===== src/rtl/bcd_addsub_pkg.sv =====
package bcd_addsub_pkg;
   localparam int DIG_W = 4;

   typedef struct packed {
      logic c;
      logic v;
      logic n;
      logic z;
   } adsu_flags_t;
endpackage


===== src/rtl/bcd_addsub_digit.sv =====
// One decimal digit position of the carry chain.
module bcd_addsub_digit
   import bcd_addsub_pkg::*;
#(
   parameter int W = 16,
   parameter int K = 0,
   localparam int RW = W + 2,
   localparam int SH = K * DIG_W
) (
   input  logic [W-1:0]  a_i,
   input  logic [W-1:0]  b_i,
   input  logic          c_i,
   input  logic [RW-1:0] prev_i,
   input  logic          sub_i,
   output logic [RW-1:0] raw_o,
   output logic [RW-1:0] corr_o,
   output logic          c_o
);
   localparam logic [RW-1:0] FIELD = RW'(4'hF) << SH;
   localparam logic [RW-1:0] LOW   = (RW'(1) << SH) - RW'(1);
   localparam logic [RW-1:0] DMAX  = (RW'(1) << (SH + DIG_W)) - RW'(1);
   localparam logic [RW-1:0] THR   = (RW'(10) << SH) - RW'(1);
   localparam logic [RW-1:0] SIX   = RW'(6) << SH;

   logic [RW-1:0] adj;

   always_comb begin
      raw_o = ({2'b00, a_i} & FIELD) + ({2'b00, b_i} & FIELD)
            + (RW'(c_i) << SH) + (prev_i & LOW);
      adj   = raw_o + ((raw_o > THR) ? SIX : '0);
      if (sub_i) begin
         c_o    = raw_o > DMAX;
         corr_o = c_o ? raw_o : raw_o - SIX;
      end else begin
         c_o    = adj > DMAX;
         corr_o = adj;
      end
   end
endmodule


===== src/rtl/bcd_addsub_final.sv =====
// Selects binary or decimal pre-sum, derives overflow, corrects top digit, forms flags.
module bcd_addsub_final
   import bcd_addsub_pkg::*;
#(
   parameter int W = 16,
   localparam int RW = W + 2,
   localparam int HW = W / 2
) (
   input  logic [W-1:0]  a_i,
   input  logic [W-1:0]  b_i,
   input  logic          c_i,
   input  logic          dec_i,
   input  logic          sub_i,
   input  logic          wide_i,
   input  logic [RW-1:0] raw_n_i,
   input  logic [RW-1:0] raw_w_i,
   output logic [W-1:0]  res_o,
   output adsu_flags_t   flags_o
);
   localparam logic [RW-1:0] MASK_W = (RW'(1) << W) - RW'(1);
   localparam logic [RW-1:0] MASK_N = (RW'(1) << HW) - RW'(1);
   localparam logic [RW-1:0] THR_W  = (RW'(10) << (W - DIG_W)) - RW'(1);
   localparam logic [RW-1:0] THR_N  = (RW'(10) << (HW - DIG_W)) - RW'(1);
   localparam logic [RW-1:0] SIX_W  = RW'(6) << (W - DIG_W);
   localparam logic [RW-1:0] SIX_N  = RW'(6) << (HW - DIG_W);

   logic [RW-1:0] bin_w, bin_n, pre, fin, mask, thr, six;
   logic          sa, sb, sp;

   always_comb begin
      bin_w = {2'b00, a_i} + {2'b00, b_i} + RW'(c_i);
      bin_n = RW'(a_i[HW-1:0]) + RW'(b_i[HW-1:0]) + RW'(c_i);
      if (dec_i) pre = wide_i ? raw_w_i : raw_n_i;
      else       pre = wide_i ? bin_w : bin_n;
      mask = wide_i ? MASK_W : MASK_N;
      thr  = wide_i ? THR_W  : THR_N;
      six  = wide_i ? SIX_W  : SIX_N;
      sa   = wide_i ? a_i[W-1] : a_i[HW-1];
      sb   = wide_i ? b_i[W-1] : b_i[HW-1];
      sp   = wide_i ? pre[W-1] : pre[HW-1];
      flags_o.v = ~(sa ^ sb) & (sa ^ sp);
      if (!dec_i)     fin = pre;
      else if (!sub_i) fin = (pre > thr) ? pre + six : pre;
      else            fin = (pre > mask) ? pre : pre - six;
      flags_o.c = (dec_i && sub_i) ? (pre > mask) : (fin > mask);
      if (wide_i) begin
         res_o     = fin[W-1:0];
         flags_o.n = fin[W-1];
         flags_o.z = (fin[W-1:0] == '0);
      end else begin
         res_o     = {a_i[W-1:HW], fin[HW-1:0]};
         flags_o.n = fin[HW-1];
         flags_o.z = (fin[HW-1:0] == '0);
      end
   end
endmodule


===== src/rtl/bcd_addsub.sv =====
module bcd_addsub
   import bcd_addsub_pkg::*;
#(
   parameter int NDIG = 4,
   parameter bit OUT_REG = 1'b1,
   localparam int W  = NDIG * DIG_W,
   localparam int HW = W / 2,
   localparam int RW = W + 2
) (
   input  logic         clk_i,
   input  logic         rst_ni,
   input  logic [W-1:0] acc_i,
   input  logic [W-1:0] opnd_i,
   input  logic         carry_i,
   input  logic         dec_i,
   input  logic         wide_i,
   input  logic         sub_i,
   output logic [W-1:0] res_o,
   output logic         carry_o,
   output logic         ovf_o,
   output logic         neg_o,
   output logic         zero_o
);
   if (NDIG < 2 || (NDIG % 2) != 0) begin : g_bad_ndig
      $error("bcd_addsub: NDIG must be even and at least 2");
   end

   logic [W-1:0]  b_eff;
   logic [RW-1:0] run [NDIG+1];
   logic [RW-1:0] raw [NDIG];
   logic          cy  [NDIG+1];
   logic [W-1:0]  res_c;
   adsu_flags_t   flg_c;

   assign b_eff  = sub_i ? ~opnd_i : opnd_i;
   assign run[0] = '0;
   assign cy[0]  = carry_i;

   for (genvar k = 0; k < NDIG; k++) begin : g_dig
      bcd_addsub_digit #(.W(W), .K(k)) u_dig (
         .a_i   (acc_i),
         .b_i   (b_eff),
         .c_i   (cy[k]),
         .prev_i(run[k]),
         .sub_i (sub_i),
         .raw_o (raw[k]),
         .corr_o(run[k+1]),
         .c_o   (cy[k+1])
      );
   end

   bcd_addsub_final #(.W(W)) u_fin (
      .a_i    (acc_i),
      .b_i    (b_eff),
      .c_i    (carry_i),
      .dec_i  (dec_i),
      .sub_i  (sub_i),
      .wide_i (wide_i),
      .raw_n_i(raw[NDIG/2-1]),
      .raw_w_i(raw[NDIG-1]),
      .res_o  (res_c),
      .flags_o(flg_c)
   );

   if (OUT_REG) begin : g_reg
      always_ff @(posedge clk_i or negedge rst_ni) begin
         if (!rst_ni) begin
            res_o   <= '0;
            carry_o <= 1'b0;
            ovf_o   <= 1'b0;
            neg_o   <= 1'b0;
            zero_o  <= 1'b0;
         end else begin
            res_o   <= res_c;
            carry_o <= flg_c.c;
            ovf_o   <= flg_c.v;
            neg_o   <= flg_c.n;
            zero_o  <= flg_c.z;
         end
      end
   end else begin : g_comb
      assign res_o   = res_c;
      assign carry_o = flg_c.c;
      assign ovf_o   = flg_c.v;
      assign neg_o   = flg_c.n;
      assign zero_o  = flg_c.z;
   end

   // ---------------- checks ----------------
   function automatic logic all_dec(input logic [W-1:0] v);
      logic ok = 1'b1;
      for (int i = 0; i < NDIG; i++) if (v[i*DIG_W +: DIG_W] > 4'd9) ok = 1'b0;
      return ok;
   endfunction

   // every corrected lower digit stays decimal for decimal inputs
   for (genvar k = 0; k < NDIG - 1; k++) begin : g_chk
      a_r2_digit_bcd: assert property (@(posedge clk_i) disable iff (!rst_ni)
         (dec_i && all_dec(acc_i) && all_dec(opnd_i)) |->
            (run[k+1][k*DIG_W +: DIG_W] <= 4'd9));
   end

   // a zero result never reports negative
   a_r7_zero_not_neg: assert property (@(posedge clk_i) disable iff (!rst_ni)
      zero_o |-> !neg_o);

   if (OUT_REG) begin : g_chk_reg
      a_r4_bin_sub: assert property (@(posedge clk_i) disable iff (!rst_ni)
         (!dec_i && sub_i && wide_i) |=>
            (res_o == $past(acc_i - opnd_i - W'(!carry_i))));
      a_r5_bin_ovf: assert property (@(posedge clk_i) disable iff (!rst_ni)
         (!dec_i && !sub_i && wide_i && (acc_i[W-1] == opnd_i[W-1])) |=>
            (ovf_o == (res_o[W-1] != $past(acc_i[W-1]))));
      a_r10_upper_pass: assert property (@(posedge clk_i) disable iff (!rst_ni)
         !wide_i |=> (res_o[W-1:HW] == $past(acc_i[W-1:HW])));
   end else begin : g_chk_comb
      a_r4_bin_sub: assert property (@(posedge clk_i) disable iff (!rst_ni)
         (!dec_i && sub_i && wide_i) |->
            (res_o == acc_i - opnd_i - W'(!carry_i)));
      a_r5_bin_ovf: assert property (@(posedge clk_i) disable iff (!rst_ni)
         (!dec_i && !sub_i && wide_i && (acc_i[W-1] == opnd_i[W-1])) |->
            (ovf_o == (res_o[W-1] != acc_i[W-1])));
      a_r10_upper_pass: assert property (@(posedge clk_i) disable iff (!rst_ni)
         !wide_i |-> (res_o[W-1:HW] == acc_i[W-1:HW]));
   end
endmodule


===== config.mk =====
export PLATFORM = sky130hd
export DESIGN_NAME = bcd_addsub
export DESIGN_NICKNAME = d
export VERILOG_FILES = /design/src/rtl/bcd_addsub_pkg.sv /design/src/rtl/bcd_addsub_digit.sv /design/src/rtl/bcd_addsub_final.sv /design/src/rtl/bcd_addsub.sv
export SDC_FILE = /design/constraint.sdc
export NUM_CORES = 1
export LEC_CHECK = 0
export BUFFER_PORTS_ARGS = -buffer_cell sky130_fd_sc_hd__buf_2
export CAP_MARGIN = 5
export CORE_MARGIN = 10
export CORE_UTILIZATION = 52
export CTS_CLUSTER_SIZE = 28
export DETAILED_ROUTE_END_ITERATION = 7
export PLACE_DENSITY = 0.72
export SLEW_MARGIN = 40
export SYNTH_ARGS = -nofsm -noshare
export SYNTH_HDL_FRONTEND = slang
export SYNTH_HIERARCHICAL = 1
export SYNTH_SLANG_ARGS = --single-unit

===== constraint.sdc =====
create_clock -name clk_i -period 0.8 [get_ports clk_i]
set_input_delay 0.08 -clock clk_i [delete_from_list [all_inputs] [get_ports clk_i]]
set_output_delay 0.08 -clock clk_i [all_outputs]
set_load 0.01 [all_outputs]

==> impl_metrics.tcl <==
set metrics [dict create \
    status "finished, violations left" \
    violations "setup timing" \
    cp_slowest_cell "fa_2" \
    drc 0 \
    finalCritPeriodShare_pct 1630 \
    grt_start_max_net_pins 42 \
    die_h_um 125 \
    portBuffers 57 \
    rsz0062_at_grt "true" \
    hpwl_um 17800 \
    crit_fanout 4 \
    ir_drop_mv 1.97 \
    maxSlewViolCount 0 \
    setup_violations 40 \
    crit_arrival_ns 13.16 \
    fill_cells 577 \
    grt_overflow 0 \
    slew_headroom_pct 59.3 \
    whs_path_depth 3 \
    area_growth_pct 62.9 \
    htree_levels 1 \
    grt_pass1_vias 7191 \
    slowest_delay_ns 0.48 \
    numCtsBuffers 3 \
    cts_num_sinks 20 \
    placed_area_um2 8080 \
    finalCoreUtilization_pct 86.1 \
    path_buf_inv 12 \
    synth.avg_cell_area_um2 8.09 \
    power_density_nw_per_um2 2260 \
    firstDrtPassIters 5 \
    avgViaCountPerCell 5.99 \
    antenna_cells 0 \
    path_common_cell "fa_2" \
    clock_path_buffers 2 \
    hold_viol 0 \
    grt_util_all_layers_pct 27.6 \
    clock.fmax_ghz 0.0767 \
    crit_type "in2reg" \
    drt-initial-drc-count 592 \
    cts.clk_slew.worst_paths_ns 0.07 \
    min_path_type "in2reg" \
    start_kind "input port" \
    grt_pass1_wl_um 36100 \
    syn_area_um2 5680 \
    worstMarginPinSlew_ns 0.610 \
    cp-end-kind "flip-flop" \
    maxCapViolCount 0 \
    num_rows 38 \
    routed_wl_um 24600 \
    ant_nets 0 \
    drive_above_1_share_pct 54.9 \
    place.gp.congestion 1.00 \
    cts-root-buf "clkbuf_8" \
    final_nets 1151 \
    yosys_warnings 6 \
    core_um2 10700 \
    antenna_found_initial 0 \
    p_leak_nw 4.45 \
    die_area_um2 15500 \
    cts_tree "done" \
    die_w_um 125 \
    postLayoutCellArea_um2 9250 \
    route.vias.total 6997 \
    io-pin-count 58 \
    finalWorstSetupSlack_ns -12.23 \
    wl_per_cell_um 21.0 \
    netlist_instances 702 \
    required_ns 0.93 \
    critical-path-top-delay-family "adder cells" \
    start_util_pct 52.9 \
    cp.depth 72 \
    layout_min_cycle_time_ns 13.03 \
]
## report_power, final
part           internal, mW  switching, mW  leakage (nW)  total [mW]
logic                  9.60           9.30          4.19        18.9
clock network         0.335          0.321        0.0216       0.656
registers              1.28         0.0887         0.238        1.37
total                  11.2           9.71          4.45        20.9
## stage by stage
| stage | setup slack, ns | cells | total power [mW] | TNS (ns) | hold slack [ns] |
|---|---|---|---|---|---|
| floorplan | -12.04 | 709 | 10.6 | -170.73 | -0.216 |
| global placement | -12.28 | 1124 | 15.8 | -177.59 | 0.0194 |
| detailed placement | -12.61 | 1124 | 16.3 | -182.29 | 0.0359 |
| CTS | -11.68 | 1149 | 18.3 | -167.93 | 0.162 |
| global route | -12.59 | 1168 | 22.1 | -179.65 | 0.196 |
| finish | -12.23 | 1168 | 20.9 | -173.61 | 0.194 |
## per-layer routing
layer	global-route usage, %	vias up	share of wire [%]
met4	15.7	0	7.0
met2	48.6	422	49
met3	4.55	138	6.8
met1	30.6	3272	37
met5	0	-	0
li1	-	3165	-
## path summary, 6_finish.rpt
| kind | startpoint | to |
|---|---|---|
| min in group asynchronous | rst_ni | res_o[8] |
| max in group asynchronous | rst_ni | res_o[3] |
| worst min-delay path | acc_i[12] | res_o[12] |
| worst max-delay path | opnd_i[0] | carry_o |
## registers in the layout, indices dropped and copies added, names as in the netlist
name,cells
ovf_o,1
neg_o,1
res_o,16
zero_o,1
carry_o,1
## layout make-up
| cell class | count | area [um^2] | share of cell area (%) |
|---|---|---|---|
| well taps | 140 | 175 | 1.89 |
| inverters | 58 | 220 | 2.38 |
| clock buffers | 3 | 41.3 | 0.446 |
| flip-flops and latches | 20 | 500 | 5.41 |
| repair buffers | 385 | 2940 | 31.7 |
| multi-input cells | 562 | 5380 | 58.1 |
## cell usage in the layout, fill, tap and decap left out, drive strengths merged, types with 5 or more instances in the layout
cell type	instances
fa	15
or3	6
o21ai	22
and2	7
mux2	11
nor3	19
inv	58
nand2	53
xnor2	21
nor2b	10
o31ai	8
a31oi	11
and3	5
ha	68
a21oi	47
dfrtp	20
nor4b	5
a211oi	14
nand2b	10
or2	5
nand4	12
o21a	6
a21o	15
o211ai	10
nand3	14
nor2	44
mux2i	14
conb	8
xor2	21
buf	384
## timing repair
item / CTS / global route
pin swaps: 66 / 45
hold buffers: 1 / 0
endpoints found under the hold margin: 20 / 0
endpoints found under the setup margin: 40 / 40
resized for setup: 75 / 85
buffers inserted: 23 / 23
Power figures use the tool's default switching activity.
